**src/rtl/ser_tx_pkg.sv**
```systemverilog
package ser_tx_pkg;
  localparam int FACTOR_W = 4;
  localparam logic [FACTOR_W-1:0] FALLBACK_FACTOR = 4'd10;

  typedef enum logic [1:0] {
    PATH_SHIFT = 2'd0,
    PATH_DDR   = 2'd1,
    PATH_SDR   = 2'd2
  } path_e;

  function automatic path_e decode_path(input logic [1:0] m);
    case (m)
      2'd1:    return PATH_DDR;
      2'd2:    return PATH_SDR;
      default: return PATH_SHIFT;
    endcase
  endfunction

  function automatic logic [FACTOR_W-1:0] legal_factor(input logic [FACTOR_W-1:0] f);
    case (f)
      4'd4, 4'd6, 4'd7, 4'd8, 4'd10: return f;
      default:                      return FALLBACK_FACTOR;
    endcase
  endfunction
endpackage

```
**src/rtl/ser_tx_cfg.sv**
```systemverilog
module ser_tx_cfg
  import ser_tx_pkg::*;
(
  input  logic                clk,
  input  logic                rst,
  input  logic [1:0]          cfg_mode,
  input  logic [FACTOR_W-1:0] cfg_factor,
  output path_e               path_q,
  output logic [FACTOR_W-1:0] factor_q
);
  // Configuration is captured only during reset and frozen afterwards.
  always_ff @(posedge clk) begin
    if (rst) begin
      path_q   <= decode_path(cfg_mode);
      factor_q <= legal_factor(cfg_factor);
    end
  end
endmodule

```
**src/rtl/ser_tx_cadence.sv**
```systemverilog
module ser_tx_cadence
  import ser_tx_pkg::*;
(
  input  logic                clk,
  input  logic                rst,
  input  logic                bypass,
  input  logic [FACTOR_W-1:0] factor,
  output logic                load_q,
  output logic                req_q
);
  logic [FACTOR_W-1:0] cnt_q;
  logic                wrap;
  logic                pre_wrap;

  assign wrap     = (cnt_q == factor - 1'b1);
  assign pre_wrap = (cnt_q == factor - 2'd2);

  always_ff @(posedge clk) begin
    if (rst) begin
      cnt_q  <= '0;
      load_q <= 1'b0;
      req_q  <= 1'b0;
    end else if (bypass) begin
      cnt_q  <= '0;
      load_q <= 1'b0;
      req_q  <= 1'b1;
    end else begin
      cnt_q  <= wrap ? '0 : cnt_q + 1'b1;
      load_q <= wrap;
      req_q  <= pre_wrap;
    end
  end
endmodule

```
**src/rtl/ser_tx_shift.sv**
```systemverilog
module ser_tx_shift
  import ser_tx_pkg::*;
#(
  parameter int DATA_W = 10
) (
  input  logic                clk,
  input  logic                rst,
  input  logic                capture,
  input  logic                load,
  input  logic [FACTOR_W-1:0] factor,
  input  logic [DATA_W-1:0]   din,
  output logic                msb
);
  localparam logic [DATA_W-1:0] ONE = DATA_W'(1);

  logic [DATA_W-1:0] hold_q;
  logic [DATA_W-1:0] sh_q;
  logic [DATA_W-1:0] mask;
  int unsigned       align;

  assign mask  = (ONE << factor) - ONE;
  assign align = DATA_W - int'(factor);

  always_ff @(posedge clk) begin
    if (rst) begin
      hold_q <= '0;
      sh_q   <= '0;
    end else begin
      if (capture) hold_q <= din & mask;
      if (load)    sh_q   <= hold_q << align;
      else         sh_q   <= sh_q << 1;
    end
  end

  assign msb = sh_q[DATA_W-1];
endmodule

```
**src/rtl/ser_tx_bypass.sv**
```systemverilog
module ser_tx_bypass
  import ser_tx_pkg::*;
#(
  parameter int DATA_W = 10
) (
  input  logic              clk,
  input  logic              rst,
  input  logic              capture,
  input  path_e             path,
  input  logic [DATA_W-1:0] din,
  output logic [1:0]        pair_q
);
  // Two output data registers; index 1 is the first half-cycle bit.
  for (genvar g = 0; g < 2; g++) begin : g_oreg
    logic src;
    assign src = (g == 1 && path == PATH_DDR) ? din[1] : din[0];
    always_ff @(posedge clk) begin
      if (rst)          pair_q[g] <= 1'b0;
      else if (capture) pair_q[g] <= src;
    end
  end
endmodule

```
**src/rtl/ser_tx_top.sv**
```systemverilog
module ser_tx_top
  import ser_tx_pkg::*;
#(
  parameter int DATA_W = 10
) (
  input  logic              clk,
  input  logic              rst,
  input  logic [1:0]        cfg_mode,
  input  logic [3:0]        cfg_factor,
  input  logic [DATA_W-1:0] din,
  output logic              word_req,
  output logic              load_en,
  output logic              sdout,
  output logic [1:0]        ddr_pair
);
  path_e               path_q;
  logic [FACTOR_W-1:0] factor_q;
  logic                bypass;
  logic                sh_msb;
  logic [1:0]          pair_q;

  ser_tx_cfg u_cfg (
    .clk(clk), .rst(rst), .cfg_mode(cfg_mode), .cfg_factor(cfg_factor),
    .path_q(path_q), .factor_q(factor_q)
  );

  assign bypass = (path_q != PATH_SHIFT);

  ser_tx_cadence u_cad (
    .clk(clk), .rst(rst), .bypass(bypass), .factor(factor_q),
    .load_q(load_en), .req_q(word_req)
  );

  ser_tx_shift #(.DATA_W(DATA_W)) u_shift (
    .clk(clk), .rst(rst), .capture(word_req && !bypass), .load(load_en),
    .factor(factor_q), .din(din), .msb(sh_msb)
  );

  ser_tx_bypass #(.DATA_W(DATA_W)) u_byp (
    .clk(clk), .rst(rst), .capture(word_req && bypass), .path(path_q),
    .din(din), .pair_q(pair_q)
  );

  assign sdout    = bypass ? pair_q[1] : sh_msb;
  assign ddr_pair = bypass ? pair_q : {2{sh_msb}};
endmodule

```
**config.mk**
```make
export PLATFORM = sky130hd
export DESIGN_NAME = ser_tx_top
export DESIGN_NICKNAME = d
export VERILOG_FILES = /design/src/rtl/ser_tx_pkg.sv /design/src/rtl/ser_tx_cfg.sv /design/src/rtl/ser_tx_cadence.sv /design/src/rtl/ser_tx_shift.sv /design/src/rtl/ser_tx_bypass.sv /design/src/rtl/ser_tx_top.sv
export SDC_FILE = /design/constraint.sdc
export NUM_CORES = 1
export LEC_CHECK = 0
export BUFFER_PORTS_ARGS = -buffer_cell sky130_fd_sc_hd__buf_4
export CORE_MARGIN = 1.5
export CORE_UTILIZATION = 47
export DETAILED_ROUTE_END_ITERATION = 10
export GPL_ROUTABILITY_DRIVEN = 0
export GPL_TIMING_DRIVEN = 0
export MAX_ROUTING_LAYER = met4
export PLACE_DENSITY = 0.65
export REMOVE_ABC_BUFFERS = 1
export SLEW_MARGIN = 20
export SYNTH_ARGS = -nofsm -noshare
export SYNTH_HDL_FRONTEND = slang
export SYNTH_HIERARCHICAL = 1
export SYNTH_SLANG_ARGS = --single-unit
```
**constraint.sdc**
```tcl
create_clock -name clk -period 3.75 [get_ports clk]
set_input_delay 1.125 -clock clk [delete_from_list [all_inputs] [get_ports clk]]
set_output_delay 1.125 -clock clk [all_outputs]
set_load 0.02 [all_outputs]
```
==> results of run 1 <==
## report_power, final
group          switching [mW]  total, mW  internal, mW
clock network           0.123      0.251         0.127
logic                  0.0862      0.162        0.0753
registers              0.0214      0.406         0.385
## worst register-to-register path, delay by kind of cell, from the launching register on
kind | cells | cell delay, ns
muxes | 2 | 0.72
buffers and inverters | 1 | 0.32
adders and majority gates | 1 | 0.70
AOI/OAI and AO/OA | 1 | 0.22
DFF | 1 | 0.79
and+or+nand+nor | 2 | 0.35
## per-stage QoR
stage                       util  area, um^2  hold WS (ns)  cells
after floorplan                -        2068        0.4507    222
after global placement    0.5279        2298        0.4710    296
after detailed placement  0.5279        2298        0.4721    296
after CTS                 0.5466        2380        0.4896    304
after global routing      0.5466        2380        0.5121    304
final                     0.5466        2380        0.4876    304
## registers in the layout, summed over array words and instances, names as in the netlist
signal and cells:
u_shift/hold_q 10, u_shift/sh_q 10, u_cad/cnt_q 4, u_cfg/factor_q 4, u_byp/pair_q 2, u_cfg/path_q 2
u_cad/load_q 1, u_cad/req_q 1
## metal layers
layer	GRT usage	up-vias
met3	0.04473	2
met4	0.04487	0
met5	-	-
met1	0.2620	817
li1	-	866
met2	0.3101	27
## how the worst max path moves through the flow
stage / end / start / depth (start not counted) / slack (ns)
floorplan: u_shift/sh_q[9] / u_cfg/factor_q[0] / 7 / 1.19
global placement: u_shift/sh_q[9] / u_cfg/factor_q[0] / 7 / 0.65
detailed placement: u_shift/sh_q[9] / u_cfg/factor_q[0] / 7 / 0.70
CTS: u_shift/sh_q[9] / u_cfg/factor_q[0] / 7 / 0.65
global route: u_shift/sh_q[9] / u_cfg/factor_q[0] / 7 / 0.41
finish: u_shift/sh_q[9] / u_cfg/factor_q[0] / 7 / 0.60
## final cells by class
class / count / share of cell area
clock buffers: 6 / 0.03049
clock inverters: 2 / 0.003680
inverters: 10 / 0.01577
multi-input cells: 178 / 0.5421
flip-flops and latches: 34 / 0.3113
well taps: 52 / 0.02734
repair buffers: 22 / 0.06940
## kinds of logic (layout without fill, tap and decap cells)
logic type	count (synthesis)	in the layout	share of synthesized area
buffers and inverters	22	40	0.04303
AO/OA/AOI/OAI	49	49	0.1509
adder cells (fa/ha/maj)	10	10	0.05896
AND/OR/NAND/NOR	87	87	0.2299
flip-flops	34	34	0.3491
multiplexers	19	19	0.1008
XOR/XNOR	13	13	0.06721
## layout by cell type, fill, tap and decap left out, types with 2 or more instances in the layout
master | Yosys | final
a21oi_1 | 15 | 15
a221oi_1 | 2 | 2
a222oi_1 | 2 | 2
a22oi_1 | 3 | 3
and2_1 | 2 | 2
and3_1 | 8 | 8
buf_4 | 2 | 22
clkbuf_8 | 0 | 5
clkinv_1 | 1 | 2
dfxtp_1 | 28 | 28
edfxtp_1 | 6 | 6
ha_1 | 10 | 10
inv_1 | 9 | 9
mux2_4 | 2 | 2
mux2i_1 | 15 | 15
nand2_1 | 12 | 12
nand2b_1 | 10 | 10
nand3_1 | 13 | 13
nand3b_1 | 2 | 2
nor2_1 | 18 | 18
nor2b_1 | 8 | 8
nor3_1 | 2 | 2
nor3b_1 | 2 | 2
o21ai_0 | 11 | 11
o21ai_1 | 2 | 2
o31ai_1 | 2 | 2
xnor2_1 | 6 | 6
xor2_1 | 5 | 5
==> flow_summary.ini, run 1 <==
[critical_path]
path_class = flop to flop
r2r_start = u_cfg/factor_q[0]
r2r-end = u_shift/sh_q[9]
path_cells = inv_1, ha_1, mux2i_1, mux4_2, and3_1, o31ai_1, nor2b_1
critPathMaxStageDelay_ns = 0.79
slowest_stage = edfxtp_1
start_kind = flop
cp.required_ns = 3.97
critPathMaxFanout = 17
r2r_slack_ns = 0.60
cp_top_family = flip-flops
endpoint_kind = flop
rr_worst_depth = 7
cp.arrival_ns = 3.36
cp_num_buf_inv = 1

[hold_path]
hold_path.startpoint = u_shift/sh_q[0]
hp-class = flop to flop
hold_end = u_shift/sh_q[1]
hold_depth = 2

[global_route]
track_usage = 0.1976
grt_pass1_vias = 1662
antenna_found_initial = 0
grt_max_degree = 34
grt_pass1_wl_um = 7672
grt_overflow_total = 0

[synthesis]
synth-seq-cells = 34
synth_common_cells = dfxtp_1 (28), nor2_1 (18), a21oi_1 (15), mux2i_1 (15), nand3_1 (13)
synth_area_per_cell_um2 = 9.069
synth_cell_types = 55
synth_edf_count = 6
yosysTopAreaCell = dfxtp_1
synth_top_area_frac = 0.2642
yosys_warnings = 6
synth-seq-area-share = 0.3491
ys.flop_type = dfxtp_1
synthArstFlopShare = 0
ys_top_cells_by_area = dfxtp_1 (26%), edfxtp_1 (8.5%), mux2i_1 (7.1%), ha_1 (5.9%), a21oi_1 (3.5%)
syn_inst = 234
yosysMostFrequentCell = dfxtp_1
synthesis.area_mm2 = 0.002122

[power]
p_total_uw = 818.3
ir_drop_v = 0.0002948
p_leak_nw = 0.9785
p_per_area_mw_per_mm2 = 343.8

[routing]
drt-wirelength-per-cell_um = 14.24
wl_met2_um = 2000
dr_wl_met3_um = 118
wl_met1_um = 2201
ant_nets = 0
first_pass_iters = 4
wl_um = 4329
top_layer_used = met4
vias_per_cell = 5.632
first_iter_violations = 97
drc = 0
vias = 1712

[sta]
relSlewSlack = 0.5486
tns_ns = 0
fin_crit_ns = 3.145
finalCritPeriodShare = 0.8388
worstMarginPinSlew_ns = 0.6772
clock-skew-final_ns = 0.004941
hold_violations = 0
grt_setup_unrepaired = no
final_max_slew_viol_count = 0
setup_viol = 0
setup_ws_ns = 0.6047
fmax_ghz = 0.3179

[final_layout]
antennaDiodeCount = 0
multi_input_area_mm2 = 0.001290
drive_gt1_frac = 0.1468
nets = 279
fill_cells = 426
regArea_um2 = 740.7
syn2layout_area_growth_pct = 12.15

[clocking]
numCtsBuffers = 5
cts_tree = done
clock_latency_ns = 0.28
cts_max_level = 2
cts_resized = 0
root_buffer = clkbuf_8
postCtsSetupBuffers = 0
hold_buffers = 0
clk_pin_slew_ns = 0.07
cts_sinks = 34
cts_buffer_depth = 2

[floorplanning]
initial_core_util = 0.4874
core_area_mm2 = 0.004354
die_h_um = 70.20
io-pin-count = 23
rows = 24
die_w_um = 70.20
die-area_mm2 = 0.004927

[status]
outcome = complete, no violations

[placement]
dp_hpwl_um = 3042
io_buffers = 22
dp_slack_ns = 0.7003

[run]
drv_cap = 0
Note: power is estimated with default switching activity, not from simulation.
==> run 2: changes to the inputs <==
Clock period 3.75 ns to 3 ns, I/O delays scaled along.
==> flow_summary.ini, run 2 (synthesis gave the netlist of run 1 again) <==
[status]
outcome = complete, no violations

[routing]
first_pass_iters = 4
drt-wirelength-per-cell_um = 14.25
vias_per_cell = 5.646
drc = 0
first_iter_violations = 102
dr_wl_met3_um = 149
ant_nets = 0
wl_met2_um = 1985
vias = 1722
wl_met1_um = 2181
top_layer_used = met4
wl_um = 4346

[global_route]
track_usage = 0.1988
grt_overflow_total = 0
grt_pass1_wl_um = 7700
antenna_found_initial = 0
grt_pass1_vias = 1676
grt_max_degree = 34

[floorplanning]
core_area_mm2 = 0.004354
die_w_um = 70.20
die-area_mm2 = 0.004927
die_h_um = 70.20
io-pin-count = 23
initial_core_util = 0.4874
rows = 24

[sta]
clock-skew-final_ns = 0.004267
grt_setup_unrepaired = no
fmax_ghz = 0.3855
setup_viol = 0
holdWs_ns = 0.4877
final_max_slew_viol_count = 0
setup_ws_ns = 0.4059
hold_violations = 0
fin_crit_ns = 2.594
relSlewSlack = 0.5863
finalCritPeriodShare = 0.8647
worstMarginPinSlew_ns = 0.6205

[final_layout]
top_regs = u_shift/hold_q (10), u_shift/sh_q (10)
fill_cells = 424
antennaDiodeCount = 0
final_cell_mix = dfxtp_1 (28), buf_4 (23), nor2_1 (18)
final_common_cell = dfxtp_1
syn2layout_area_growth_pct = 12.50
regArea_um2 = 740.7
fin_util = 0.5483
multi_input_area_mm2 = 0.001290
nets = 280
drive_gt1_frac = 0.1502

[critical_path]
slowest_stage = ha_1
crit_start = u_cfg/factor_q[1]
critPathMaxStageDelay_ns = 0.63
rr_worst_depth = 7
endpoint_kind = flop
r2r-end = u_shift/sh_q[9]
cp.arrival_ns = 2.81
r2r_slack_ns = 0.41
cp.required_ns = 3.22
critPathMaxFanout = 12
start_kind = flop
r2r_start = u_cfg/factor_q[1]
path_cells = inv_1, ha_1, mux2i_1, mux4_2, and3_1, o31ai_1, nor2b_1
path_class = flop to flop

[clocking]
cts_tree = done
numCtsBuffers = 5
cts_sinks = 34
root_buffer = clkbuf_8
clk_pin_slew_ns = 0.07
cts_buffer_depth = 2
hold_buffers = 0
clock_latency_ns = 0.28
cts_resized = 0
cts_max_level = 2

[power]
ir_drop_v = 0.0003682
p_sw_uw = 288.8
switching_share = 0.2820
p_leak_nw = 0.9834
p_total_mw = 1.024
p_comb_frac = 0.203
intPower_uw = 735.2
pwr-share-clk = 0.306
p_per_area_mw_per_mm2 = 428.9
pwr-share-seq = 0.492

[hold_path]
hp-class = flop to flop
hold_depth = 2
hold_end = u_shift/sh_q[1]
hold_path.startpoint = u_shift/sh_q[0]

[placement]
io_buffers = 22
dp_slack_ns = -0.04974
dp_hpwl_um = 3042

[run]
drv_cap = 0
-- run 2: cell types whose count changed in the layout (fill, tap and decap cells not counted) --
cell and change:
buf_4 +1
-- run 2: timing repair --
action,4_1_cts,5_1_grt
buffers inserted,1,0
hold endpoints to repair,0,0
endpoints found under the setup margin,1,0
-- run 2: power groups by stage --
stage | clock network (mW) | logic, mW | registers (mW)
2_1_floorplan | 0 | 0.140 | 0.511
3_3_place_gp | 0 | 0.199 | 0.518
3_5_place_dp | 0 | 0.201 | 0.518
4_1_cts | 0.325 | 0.207 | 0.504
5_1_grt | 0.347 | 0.233 | 0.507
6_report | 0.313 | 0.207 | 0.503
-- run 2: how the worst max path moves through the flow --
stage	to	cells after the start
after global routing	u_shift/sh_q[9]	7
final	u_shift/sh_q[9]	7
after detailed placement	u_shift/sh_q[9]	7
after CTS	u_shift/sh_q[9]	7
after floorplan	u_shift/sh_q[9]	7
after global placement	u_shift/sh_q[9]	7
-- run 2: area by class of cell --
cell class | count | share of cell area
clock inverters | 2 | 0.003669
flip-flops and latches | 34 | 0.3103
multi-input cells | 178 | 0.5404
well taps | 52 | 0.02725
inverters | 10 | 0.01572
clock buffers | 6 | 0.03040
repair buffers | 23 | 0.07233
-- run 2: stage by stage --
step	instances	cell area [um^2]	setup TNS (ns)
floorplan	222	2068	0
global placement	296	2298	-0.09766
finish	305	2387	0
CTS	305	2387	0
global route	305	2387	0
detailed placement	296	2298	-0.04974
-- run 2: per-layer routing --
metal | up-vias | GRT usage
li1 | 868 | -
met5 | - | -
met4 | 0 | 0.05128
met1 | 819 | 0.2620
met2 | 31 | 0.3090
met3 | 4 | 0.04762
-- run 2: critical path: cells and delay by family (launching register included) --
kind,cells,cell delay (ns)
mux,2,0.70
flops,1,0.52
simple gates,2,0.35
fa+ha+maj,1,0.63
buf+inv,1,0.11
compound gates,1,0.22
